<file path="config.mk">
export PLATFORM = sky130hd
export DESIGN_NAME = sel_latch_demux
export DESIGN_NICKNAME = d
export VERILOG_FILES = /design/src/rtl/sld_pkg.sv /design/src/rtl/sld_rst_sync.sv /design/src/rtl/sld_capture.sv /design/src/rtl/sld_store.sv /design/src/rtl/sld_outmux.sv /design/src/rtl/sel_latch_demux.sv
export SDC_FILE = /design/constraint.sdc
export NUM_CORES = 1
export LEC_CHECK = 0
export BUFFER_PORTS_ARGS = -buffer_cell sky130_fd_sc_hd__buf_4
export CAP_MARGIN = 20
export CORE_MARGIN = 8
export CORE_UTILIZATION = 45
export DETAILED_ROUTE_END_ITERATION = 8
export GPL_ROUTABILITY_DRIVEN = 0
export PLACE_DENSITY = 0.8
export SLEW_MARGIN = 25
export SYNTH_ARGS = -nofsm -noshare
export SYNTH_HDL_FRONTEND = slang
export SYNTH_SLANG_ARGS = --single-unit
</file>
<file path="constraint.sdc">
create_clock -name clk -period 2.1 [get_ports clk]
set_input_delay 0.21 -clock clk [delete_from_list [all_inputs] [get_ports clk]]
set_output_delay 0.21 -clock clk [all_outputs]
set_load 0.03 [all_outputs]
</file>
<file path="src/rtl/sld_pkg.sv">
package sld_pkg;
  typedef enum logic [1:0] {
    MODE_WRITE = 2'd0,
    MODE_HOLD  = 2'd1,
    MODE_DEMUX = 2'd2,
    MODE_CLEAR = 2'd3
  } sld_mode_e;

  function automatic sld_mode_e mode_of(input logic clr_n, input logic en_n);
    if (clr_n) return en_n ? MODE_HOLD : MODE_WRITE;
    else       return en_n ? MODE_CLEAR : MODE_DEMUX;
  endfunction
endpackage

</file>
<file path="src/rtl/sld_rst_sync.sv">
module sld_rst_sync #(
  parameter int STAGES = 2
) (
  input  logic clk,
  input  logic arst_n,
  output logic srst_n
);
  logic [STAGES-1:0] chain_q;
  logic [STAGES-1:0] chain_d;

  always_comb begin
    chain_d = {chain_q[STAGES-2:0], 1'b1};
  end

  always_ff @(posedge clk or negedge arst_n) begin
    if (!arst_n) chain_q <= '0;
    else         chain_q <= chain_d;
  end

  assign srst_n = chain_q[STAGES-1];
endmodule

</file>
<file path="src/rtl/sld_capture.sv">
module sld_capture #(
  parameter int SEL_W = 3
) (
  input  logic             clk,
  input  logic             srst_n,
  input  logic             en_n,
  input  logic             din,
  input  logic [SEL_W-1:0] sel,
  output logic             commit,
  output logic [SEL_W-1:0] cmt_sel,
  output logic             cmt_din
);
  logic             pend_q, pend_d;
  logic [SEL_W-1:0] sel_q;
  logic             din_q;
  logic             load;

  always_comb begin
    load   = !en_n;
    pend_d = load;
    commit = pend_q && en_n;
  end

  always_ff @(posedge clk or negedge srst_n) begin
    if (!srst_n) begin
      pend_q <= 1'b0;
      sel_q  <= '0;
      din_q  <= 1'b0;
    end else begin
      pend_q <= pend_d;
      if (load) begin
        sel_q <= sel;
        din_q <= din;
      end
    end
  end

  assign cmt_sel = sel_q;
  assign cmt_din = din_q;
endmodule

</file>
<file path="src/rtl/sld_store.sv">
module sld_store #(
  parameter int WIDTH = 8,
  parameter int SEL_W = 3
) (
  input  logic             clk,
  input  logic             srst_n,
  input  logic             commit,
  input  logic [SEL_W-1:0] cmt_sel,
  input  logic             cmt_din,
  output logic [WIDTH-1:0] bits
);
  logic [WIDTH-1:0] bits_q;
  logic [WIDTH-1:0] hit;

  for (genvar i = 0; i < WIDTH; i++) begin : g_cell
    always_comb hit[i] = commit && (cmt_sel == SEL_W'(i));

    always_ff @(posedge clk or negedge srst_n) begin
      if (!srst_n)     bits_q[i] <= 1'b0;
      else if (hit[i]) bits_q[i] <= cmt_din;
    end
  end

  assign bits = bits_q;
endmodule

</file>
<file path="src/rtl/sld_outmux.sv">
module sld_outmux
  import sld_pkg::*;
#(
  parameter int WIDTH = 8,
  parameter int SEL_W = 3
) (
  input  logic             clr_n,
  input  logic             en_n,
  input  logic             din,
  input  logic [SEL_W-1:0] sel,
  input  logic [WIDTH-1:0] bits,
  output logic [WIDTH-1:0] q
);
  logic [WIDTH-1:0] dec;
  sld_mode_e        mode;

  for (genvar i = 0; i < WIDTH; i++) begin : g_dec
    always_comb dec[i] = din && (sel == SEL_W'(i));
  end

  always_comb begin
    mode = mode_of(clr_n, en_n);
    unique case (mode)
      MODE_DEMUX: q = dec;
      MODE_CLEAR: q = '0;
      default:    q = bits;
    endcase
  end
endmodule

</file>
<file path="src/rtl/sel_latch_demux.sv">
module sel_latch_demux #(
  parameter int WIDTH       = 8,
  parameter int SYNC_STAGES = 2,
  localparam int SEL_W      = $clog2(WIDTH)
) (
  input  logic             clk,
  input  logic             rst_n,
  input  logic             din,
  input  logic [SEL_W-1:0] sel,
  input  logic             wr_en_n,
  input  logic             clr_n,
  output logic [WIDTH-1:0] q
);
  logic             arst_n;
  logic             srst_n;
  logic             commit;
  logic [SEL_W-1:0] cmt_sel;
  logic             cmt_din;
  logic [WIDTH-1:0] bits;

  assign arst_n = rst_n & clr_n;

  sld_rst_sync #(.STAGES(SYNC_STAGES)) u_sync (
    .clk    (clk),
    .arst_n (arst_n),
    .srst_n (srst_n)
  );

  sld_capture #(.SEL_W(SEL_W)) u_cap (
    .clk     (clk),
    .srst_n  (srst_n),
    .en_n    (wr_en_n),
    .din     (din),
    .sel     (sel),
    .commit  (commit),
    .cmt_sel (cmt_sel),
    .cmt_din (cmt_din)
  );

  sld_store #(.WIDTH(WIDTH), .SEL_W(SEL_W)) u_store (
    .clk     (clk),
    .srst_n  (srst_n),
    .commit  (commit),
    .cmt_sel (cmt_sel),
    .cmt_din (cmt_din),
    .bits    (bits)
  );

  sld_outmux #(.WIDTH(WIDTH), .SEL_W(SEL_W)) u_out (
    .clr_n (clr_n),
    .en_n  (wr_en_n),
    .din   (din),
    .sel   (sel),
    .bits  (bits),
    .q     (q)
  );
endmodule

</file>
== After elaboration in Yosys (flattened, before gate mapping) ==
Cells that the tools add are included.
Cells by class
  bitwise operators: 1
  equal/unequal tests: 16
  reduce and logical (&&, ||, !) cells: 20
  multiplexer cells: 4
Operators with widths (count)
  $eq 3x3->1 const B: 8
  $logic_and 1x1->1: 17
  $pmux 8 s2: 1
  $eq 3x2->1 const B: 4
  $eq 3x1->1 const B: 2
  $logic_not 3->1: 2
  $eq 2x2->1 const B: 2
  $mux 1: 2
  $mux 2: 1
  $and 1x1->1: 1
  $logic_not 1->1: 1
Storage, ports and cells
  output and inout port bits: 8
  bits of input ports: 8
  word-level logic and storage cells: 53
  bits in registers: 15

== Longest topological paths before layout ==
Gate-level depths: netlist of the first run.
  depth in word-level cells: 4
  depth in mapped cells: 4
  mapped depth without buffers: 3

== Cells and area by module ==
A second synthesis of the first run with hierarchy kept.
Second synthesis, totals
  cell total of the unflattened synthesis: 53
  area, all modules: 772.0 µm²
Modules (own cells, without submodules)
  sld_store: area an instance 386.6 µm², cells an instance 24, sequential area each 200.2 µm², instances 1
  sld_capture: area an instance 181.4 µm², cells an instance 11, sequential area each 125.1 µm², instances 1
  sld_outmux: area an instance 143.9 µm², cells an instance 14, sequential area each 0.0 µm², instances 1
  sld_rst_sync: area an instance 53.8 µm², cells an instance 3, sequential area each 50.0 µm², instances 1
  sel_latch_demux: area an instance 6.3 µm², cells an instance 1, sequential area each 0.0 µm², instances 1

== Least setup slack after synthesis of the first run ==
OpenSTA, ideal clock, no wires.
  kind: input-to-output
  from: input port wr_en_n
  to: output port q[7]
  data arrival time: 1054 ps
  buffers on the path: 1
  path slack: 836 ps
  required time: 1890 ps
  stages on the path: 3
  cells stage by stage: buf_6 nor4bb_4 a32o_1
On the way
  longest elaborated chain between the ends: 4
  elaborated cells on any way between the ends: 6
  classes of those cells: eq/ne (2); mux (4)
RTL lines
  start: declaration: RTL line sel_latch_demux.sv:10  | input logic wr_en_n,
  $mux 1: RTL line sld_pkg.sv:10, sld_pkg.sv:11
  $mux 2 (*): RTL line sld_pkg.sv:10  | if (clr_n) return en_n ? MODE_HOLD : MODE_WRITE;
  $eq 2x2->1: RTL line sld_outmux.sv:23  | unique case (mode)
  $pmux 8 s2 (*): RTL line sld_outmux.sv:23
  end: declaration: RTL line sel_latch_demux.sv:12  | output logic [WIDTH-1:0] q
Every way passes the cells marked *; elsewhere a longest branch is shown, timed or not.

== Worst setup path in the final report of the first run ==
Ends and elaborated chain as after synthesis.

==> impl_metrics.toml, run 1 <==
[job]
cap_viol_max_count = 0

[grt]
grt_overflow = 0
grt_pass1_wl_um = 2380
grt_max_degree = 14
antenna_found_initial = 0
grt_usage_pct = 9.10
grt_pass1_vias = 542

[place]
dp_cells = 88
io_buffer_count = 15
hpwl_um = 1080
placed_cell_area_um2 = 876

[yosys]
synth_cell_types = 19
synth-seq-cells = 15
synth_edf_count = 0
yosys_warnings = 0
ys_seq_area_share_pct = 49.3
async_reset_ff_share_pct = 100
synth_flop_cell = "dfrtp_1"
synth_top_area_share_pct = 49.3
netlist_top_cells_count = "15 x dfrtp_1, 7 x nor2_1, 6 x a22o_1, 6 x mux2_1, 6 x mux2_2"
synthCells = 58
synth_area_per_cell_um2 = 13.1
synth_top_cell_by_area = "dfrtp_1"
synthTopCellsByArea = "dfrtp_1 49%, mux2_1 8.9%, mux2_2 8.9%"
synth_area_um2 = 761
yosysMostFrequentCell = "dfrtp_1"
syn_nets = 66

[finish]
drive_gt1_share_pct = 39.0
syn2layout_area_growth_pct = 21.2
final_area_um2 = 922
instances_no_fill = 94
diodes = 0
nets = 86

[sta]
rsz0062_at_grt = "no"
min_period_ns = 1.37
setup_violations = 0
maxSlewViolCount = 0
clock.fmax_ghz = 0.732
relSlewSlack_pct = 66.1
fin_setup_tns_ns = 0
fin_skew_ns = 0.00477
fin_hold_ws_ns = 0.184
finalHoldViolCount = 0
tightest_slew_ns = 0.509
fin_crit_sh_pct = 65.0

[power]
p_leak_nw = 0.420
peakVddDrop_mv = 0.373
powerDensity_mw_per_mm2 = 895

[die]
rows = 15
die_h_um = 57.1
die_area_mm2 = 0.00326
core_area_mm2 = 0.00165
io_pins = 16
die_w_um = 57.1
initial_utilization_pct = 46.1

[routing]
wire_per_inst_um = 15.1
vias_per_cell = 5.51
num_vias = 518
antenna_left = 0
drt_wl_total_um = 1420
first_pass_iters = 4
drtIter0Drc = 3
route.detailed.drc = 0

[worst_setup_path]
crit_arrival_ns = 1.16
crit_fanout = 9
critPathLaunchType = "input pin"
crit_type = "input pin to output port"
end_kind = "output port"
worstPathRequired_ns = 1.89
r2r_setup_slack_ns = 0.85

[clock_tree]
htreeDepth = 1
clock_latency_ns = 0.29
clk_path_buf_depth = 2
cts_setup_buffers = 0
cts_root_buffer = "clkbuf_4"
cts_tree = "yes"
clkTransAtPathRegs_ns = 0.08
clock_sinks = 15
cts_buffers = 3

[min_path]
hp-class = "input pin to flip-flop"

[status]
status = "finished clean"
## final timing paths
path	cells after the start	start	end
min in group asynchronous	0	u_sync.chain_q[1]	u_store.bits[2]
max reg2reg	3	u_cap.cmt_sel[2]	u_store.bits[3]
min reg2reg	0	u_sync.chain_q[1]	u_store.bits[2]
max	4	wr_en_n	q[7]
min	2	wr_en_n	u_cap.pend_q
max in group asynchronous	4	rst_n	u_sync.chain_q[1]
## sequential cells by signal, summed over array words and instances, names as in the netlist
signal	cells
u_cap.pend_q	1
u_cap.cmt_sel	3
u_store.bits	8
u_sync.chain_q	2
u_cap.cmt_din	1
## power by group
group          switching, mW  total [mW]  leakage (nW)  internal [mW]
clock                 0.0916       0.165        0.0150         0.0739
sequential            0.0461       0.403         0.181          0.357
combinational          0.129       0.257         0.224          0.128
## per-layer routing
metal  vias up  share of wire (%)  global-route usage, %
li1        247                  -                      -
met1       255                 47                   11.2
met2        12                 44                   12.9
met3         4                6.4                   3.33
met4         0                2.1                   6.04
met5         -                  0                      0
## critical path: stages
cell and delay [ns]:
buf_4 0.16, nor4bb_4 0.40, a32o_1 0.22, buf_4 0.16
## metrics by stage
| step | util (%) | total power, mW | worst slack, ns |
|---|---|---|---|
| after global placement | 53.0 | 0.661 | 0.737 |
| after global routing | 55.8 | 0.871 | 0.674 |
| after detailed placement | 53.0 | 0.668 | 0.734 |
| after CTS | 55.8 | 0.835 | 0.731 |
| after floorplan | - | 0.578 | 0.836 |
| final | 55.8 | 0.825 | 0.734 |
## cell type report
| class | count | area [um2] |
|---|---|---|
| well taps | 17 | 21.3 |
| flip-flops and latches | 15 | 375 |
| clock buffers | 4 | 26.3 |
| fillers | 153 | 729 |
| repair buffers | 17 | 133 |
| multi-input cells | 40 | 363 |
| inverters | 1 | 3.75 |
## logic make-up after synthesis
kind of cell	share of synthesized area (%)
other	0.493
muxes	17.8
buffers and inverters	2.96
DFF	49.3
and+or+nand+nor	19.9
AOI/OAI and AO/OA	9.54
## repair_timing
action,in CTS,in global routing
resized for setup,0,0
hold buffers,2,0
setup endpoints to repair,0,0
endpoints found under the hold margin,2,0
## cell usage in the layout, fill, tap and decap left out
master,n
buf_4,15
dfrtp_1,15
nor2_1,7
a22o_1,6
mux2_1,6
mux2_2,6
clkbuf_4,3
nor2b_1,2
a32o_1,2
nor3_2,2
nand2b_1,2
dlygate4sd3_1,2
nor4b_4,1
nor4bb_4,1
inv_1,1
and2_1,1
nand3b_2,1
nand3_2,1
nand2_1,1
clkbuf_1,1
conb_1,1
Note: power is estimated with default switching activity, not from simulation.
==> run 2: changes to the inputs <==
Settings changed: PLACE_DENSITY 0.8 to 0.82.
Clock period 2.1 ns to 1.2 ns, I/O delays scaled along.
==> run 2 against run 1 <==
  * The run now ends with setup timing left
  * Critical endpoint is now u_store.bits[4]
  * Setup slack worse by 0.74 ns
  * Cell count is 5.3% higher
  * Hold slack worse by 0.085 ns
  * Highest routed layer unchanged
  * First-iteration DRC count is 33% higher
  * Clock skew is 0.0039 ns lower
  * Combinational power is 96% higher
  * Count of clock-buffer cells in the layout stayed put
  * Critical path depth stayed put
  * Flip-flop and latch count stayed put
  * Clock power is 70% higher
==> impl_metrics.toml, run 2 (synthesis gave the netlist of run 1 again) <==
[sta]
maxSlewViolCount = 0
tightest_slew_ns = 0.531
relSlewSlack_pct = 64.6
rsz0062_at_grt = "yes"
setup_violations = 1
fin_hold_ws_ns = 0.0993
min_period_ns = 1.20
fin_setup_tns_ns = -0.00356
setup_ws_ns = -0.00356
clock.fmax_ghz = 0.831
fin_crit_sh_pct = 100
finalHoldViolCount = 0
fin_skew_ns = 0.000904

[finish]
seqCellArea_um2 = 378
drive_gt1_share_pct = 48.8
instances_no_fill = 99
fill_cells = 141
largest_register_ffs = 8
nets = 91
multi_input_area_um2 = 387
final_cell_mix = "17 x buf_4, 13 x dfrtp_1, 6 x a22o_1, 6 x mux2_1, 6 x mux2_2"
final_common_cell = "buf_4"
final_area_um2 = 997
diodes = 0
finish.utilization_pct = 60.4
syn2layout_area_growth_pct = 31.1

[die]
initial_utilization_pct = 46.1
die_w_um = 57.1
core_area_mm2 = 0.00165
io_pins = 16
die_area_mm2 = 0.00326
die_h_um = 57.1
rows = 15

[worst_setup_path]
critPathBufInv = 1
worstPathRequired_ns = 1.37
slowest_stage = "dfrtp_1"
path_delay_family = "flip-flops"
crit_fanout = 4
cp_cell_sequence = "buf_4, nand3_4, nor3_2, mux2_2"
r2r-end = "u_store.bits[4]"
end_kind = "flip-flop"
cp_slowest_stage_delay_ns = 0.37
reg2regPathDepth = 4
rr_startpoint = "u_cap.cmt_sel[2]"
critPathLaunchType = "flip-flop"
crit_type = "flip-flop to flip-flop"
r2r_setup_slack_ns = -0.004
crit_arrival_ns = 1.37

[grt]
grt_pass1_vias = 581
grt_usage_pct = 11.1
grt_overflow = 0
antenna_found_initial = 0
grt_pass1_wl_um = 2810
grt_max_degree = 14

[clock_tree]
clkTransAtPathRegs_ns = 0.08
htreeDepth = 1
clock_sinks = 15
clk_path_buf_depth = 2
clock_latency_ns = 0.28
cts_tree = "yes"
cts_buffers = 3
cts_root_buffer = "clkbuf_4"

[routing]
num_vias = 532
vias_per_cell = 5.37
drtIter0Drc = 4
first_pass_iters = 4
drt_wl_total_um = 1620
wire_per_inst_um = 16.4
antenna_left = 0
route.detailed.drc = 0

[min_path]
worstHoldPathCells = 2
hp-class = "input pin to flip-flop"
min_to = "u_cap.cmt_din"
hold_start = "din"

[power]
seq_power_share_pct = 47.4
power_mw = 1.50
p_leak_nw = 0.455
swShare_pct = 31.8
peakVddDrop_mv = 0.851
switching_power_uw = 475
p_comb_share_pct = 33.8
p_int_mw = 1.02
pwr-share-clk_pct = 18.8
powerDensity_mw_per_mm2 = 1500

[place]
placed_cell_area_um2 = 898
pre_cts_slack_ns = -0.0222
dp_cells = 91
io_buffer_count = 15
hpwl_um = 1170

[status]
violations = "setup timing"
status = "finished with violations"

[job]
cap_viol_max_count = 0
==> run 2: cell types whose count changed in the layout (fill, tap and decap cells not counted), sizes merged <==
cell / before / now
buf: 15 / 20
==> run 2: worst max-delay path by stage <==
stage | startpoint | to | slack, ns | depth (start not counted)
floorplan | u_cap.cmt_sel[2] | u_store.bits[0] | 0.03 | 3
detailed placement | u_cap.cmt_sel[2] | u_store.bits[2] | -0.02 | 3
global route | u_cap.cmt_sel[2] | u_store.bits[4] | -0.07 | 4
finish | u_cap.cmt_sel[2] | u_store.bits[4] | -0.004 | 4
CTS | u_cap.cmt_sel[0] | u_store.bits[6] | -0.002 | 3
global placement | wr_en_n | q[7] | 0.01 | 4
==> run 2: worst register-to-register path, stage by stage (launching register included) <==
cell and delay (ns):
dfrtp_1 0.37, buf_4 0.14, nand3_4 0.09, nor3_2 0.14, mux2_2 0.35
==> run 2: final cells by class <==
class / count / share of cell area, %
Multi-Input combinational cell: 40 / 38.8
Sequential cell: 15 / 37.9
Clock buffer: 4 / 2.63
Timing Repair Buffer: 22 / 18.2
Inverter: 1 / 0.376
Tap cell: 17 / 2.13
==> run 2: power groups by stage <==
stage | combinational, mW | clock, mW | sequential [mW]
4_1_cts | 0.473 | 0.294 | 0.708
3_5_place_dp | 0.459 | 0 | 0.717
6_report | 0.505 | 0.281 | 0.709
3_3_place_gp | 0.452 | 0 | 0.710
2_1_floorplan | 0.319 | 0 | 0.692
5_1_grt | 0.544 | 0.317 | 0.728
==> run 2: layer usage <==
metal / GRT usage, % / up-vias / wire, um
li1: - / 259 / -
met1: 13.1 / 260 / 685
met2: 16.7 / 9 / 851
met3: 3.33 / 4 / 62
met4: 7.38 / 0 / 25
met5: 0 / - / 0
==> run 2: timing repair <==
item / CTS / global route
endpoints found under the setup margin: 5 / 14
resized for setup: 3 / 7
setup buffers: 0 / 2
pin swaps: 0 / 2
hold buffers: 2 / 0
hold endpoints to repair: 2 / 0
cloned: 0 / 0
==> run 3: changes to the inputs <==
Settings changed: SETUP_SLACK_MARGIN from default to 0.05, TNS_END_PERCENT from default to 10.
==> run 3 against run 2 <==
  * Count of clock-buffer cells in the layout stayed put
  * Critical path depth shrank 1
  * Register-to-register slack barely moved
  * Die area stayed put
  * Core utilization rose by 2.3 points
  * The run still ends with setup timing left
  * Sequential power is 0.6% higher
  * Cell count is the same
  * Largest cell class unchanged
  * First-iteration DRC count is 130% higher
  * Sequential share of layout area is 1.4 points lower
  * Hold slack got worse by 0.060 ns
  * Global-route usage increased by 0.30 points
  * Largest power group unchanged
==> impl_metrics.toml, run 3 (synthesis gave the netlist of run 1 again) <==
[clock_tree]
cts_root_buffer = "clkbuf_4"
htreeDepth = 1
clk_path_buf_depth = 2
cts_buffers = 3
cts_tree = "yes"
clock_latency_ns = 0.28
clkTransAtPathRegs_ns = 0.09
clock_sinks = 15

[routing]
first_pass_iters = 4
num_vias = 543
wire_per_inst_um = 17.4
route.detailed.drc = 0
drt_wl_total_um = 1720
antenna_left = 0
drtIter0Drc = 9
vias_per_cell = 5.48

[die]
core_area_mm2 = 0.00165
io_pins = 16
die_h_um = 57.1
die_w_um = 57.1
rows = 15
initial_utilization_pct = 46.1
die_area_mm2 = 0.00326

[finish]
final_cell_mix = "13 x dfrtp_1, 11 x buf_4, 9 x buf_6"
largest_register_ffs = 8
nets = 91
syn2layout_area_growth_pct = 36.0
instances_no_fill = 99
drive_gt1_share_pct = 52.4
finish.utilization_pct = 62.7
diodes = 0
fill_cells = 135
multi_input_area_um2 = 402
final_common_cell = "dfrtp_1"
seqCellArea_um2 = 378

[sta]
min_period_ns = 1.20
maxSlewViolCount = 0
finalHoldViolCount = 0
fin_skew_ns = 0.00551
setup_ws_ns = -0.00360
setup_violations = 1
fin_crit_sh_pct = 100
rsz0062_at_grt = "yes"
tightest_slew_ns = 0.534
relSlewSlack_pct = 64.4
clock.fmax_ghz = 0.831

[worst_setup_path]
endpoint = "u_store.bits[4]"
crit_type = "flip-flop to flip-flop"
crit_fanout = 4
r2r-end = "u_store.bits[4]"
rr_startpoint = "u_cap.cmt_sel[0]"
reg2regPathDepth = 3
end_kind = "flip-flop"
worstPathRequired_ns = 1.37
r2r_setup_slack_ns = -0.004
cp-startpoint = "u_cap.cmt_sel[0]"
critPathLaunchType = "flip-flop"
crit_arrival_ns = 1.37

[place]
dp_cells = 90
hpwl_um = 1230
io_buffer_count = 15

[grt]
grt_usage_pct = 11.3
grt_pass1_wl_um = 2900
grt_max_degree = 14
grt_overflow = 0
grt_pass1_vias = 584
antenna_found_initial = 0

[power]
powerDensity_mw_per_mm2 = 1490
p_leak_nw = 0.479
peakVddDrop_mv = 0.800
power_mw = 1.55

[job]
cap_viol_max_count = 0

[min_path]
hp-class = "input pin to flip-flop"

[status]
status = "finished with violations"
violations = "setup timing"
-- run 3: through the flow --
| step | setup TNS [ns] | worst slack [ns] | instance area (um2) | hold WS, ns |
|---|---|---|---|---|
| 2_1_floorplan | 0 | 0.0954 | 769 | -0.0738 |
| 3_3_place_gp | 0 | 0.0163 | 900 | 0.00958 |
| 3_5_place_dp | -0.00885 | -0.00885 | 900 | 0.0130 |
| 4_1_cts | 0 | 0.00958 | 981 | 0.0777 |
| 5_1_grt | -0.265 | -0.0484 | 1030 | 0.0237 |
| 6_report | -0.00360 | -0.00360 | 1030 | 0.0395 |
-- run 3: worst min-delay path by stage --
stage                     startpoint                 to  slack (ns)  cells after the start
after global routing         wr_en_n       u_cap.pend_q        0.02                      2
final                        wr_en_n       u_cap.pend_q        0.04                      2
after floorplan                rst_n  u_sync.chain_q[0]       -0.07                      1
after detailed placement       rst_n  u_sync.chain_q[1]        0.01                      2
after global placement         rst_n  u_sync.chain_q[0]        0.01                      2
after CTS                    wr_en_n       u_cap.pend_q        0.08                      2
-- run 3: repair_timing --
item / 4_1_cts / 5_1_grt
gates resized for setup: 5 / 13
endpoints found under the setup margin: 15 / 16
pin swaps: 2 / 4
hold endpoints to repair: 2 / 0
hold buffers: 2 / 0
setup buffers: 2 / 1
-- run 3: layout make-up --
type	count	share of cell area, %
clock buffers	4	2.54
well taps	17	2.06
multi-input cells	40	38.8
flip-flops and latches	15	36.5
inverters	1	0.363
repair buffers	22	19.7
-- run 3: power breakdown --
part,total (mW),switching (mW),internal (mW),leakage [nW]
Sequential,0.713,0.0865,0.626,0.179
Combinational,0.544,0.255,0.289,0.285
Clock,0.288,0.159,0.129,0.0150
Total,1.55,0.501,1.04,0.479
-- run 3: worst max-delay path, stage by stage (launching register included) --
cell     delay, ns
dfrtp_2       0.43
buf_4         0.14
nor3_2        0.17
mux2_2        0.34
-- run 3: layer usage --
| layer | share of wire (%) | up-vias | GRT usage [%] |
|---|---|---|---|
| met5 | 0 | - | 0 |
| met4 | 0 | 0 | 2.01 |
| met3 | 7.6 | 0 | 6.21 |
| met2 | 55 | 17 | 18.4 |
| met1 | 37 | 269 | 12.9 |
| li1 | - | 257 | - |
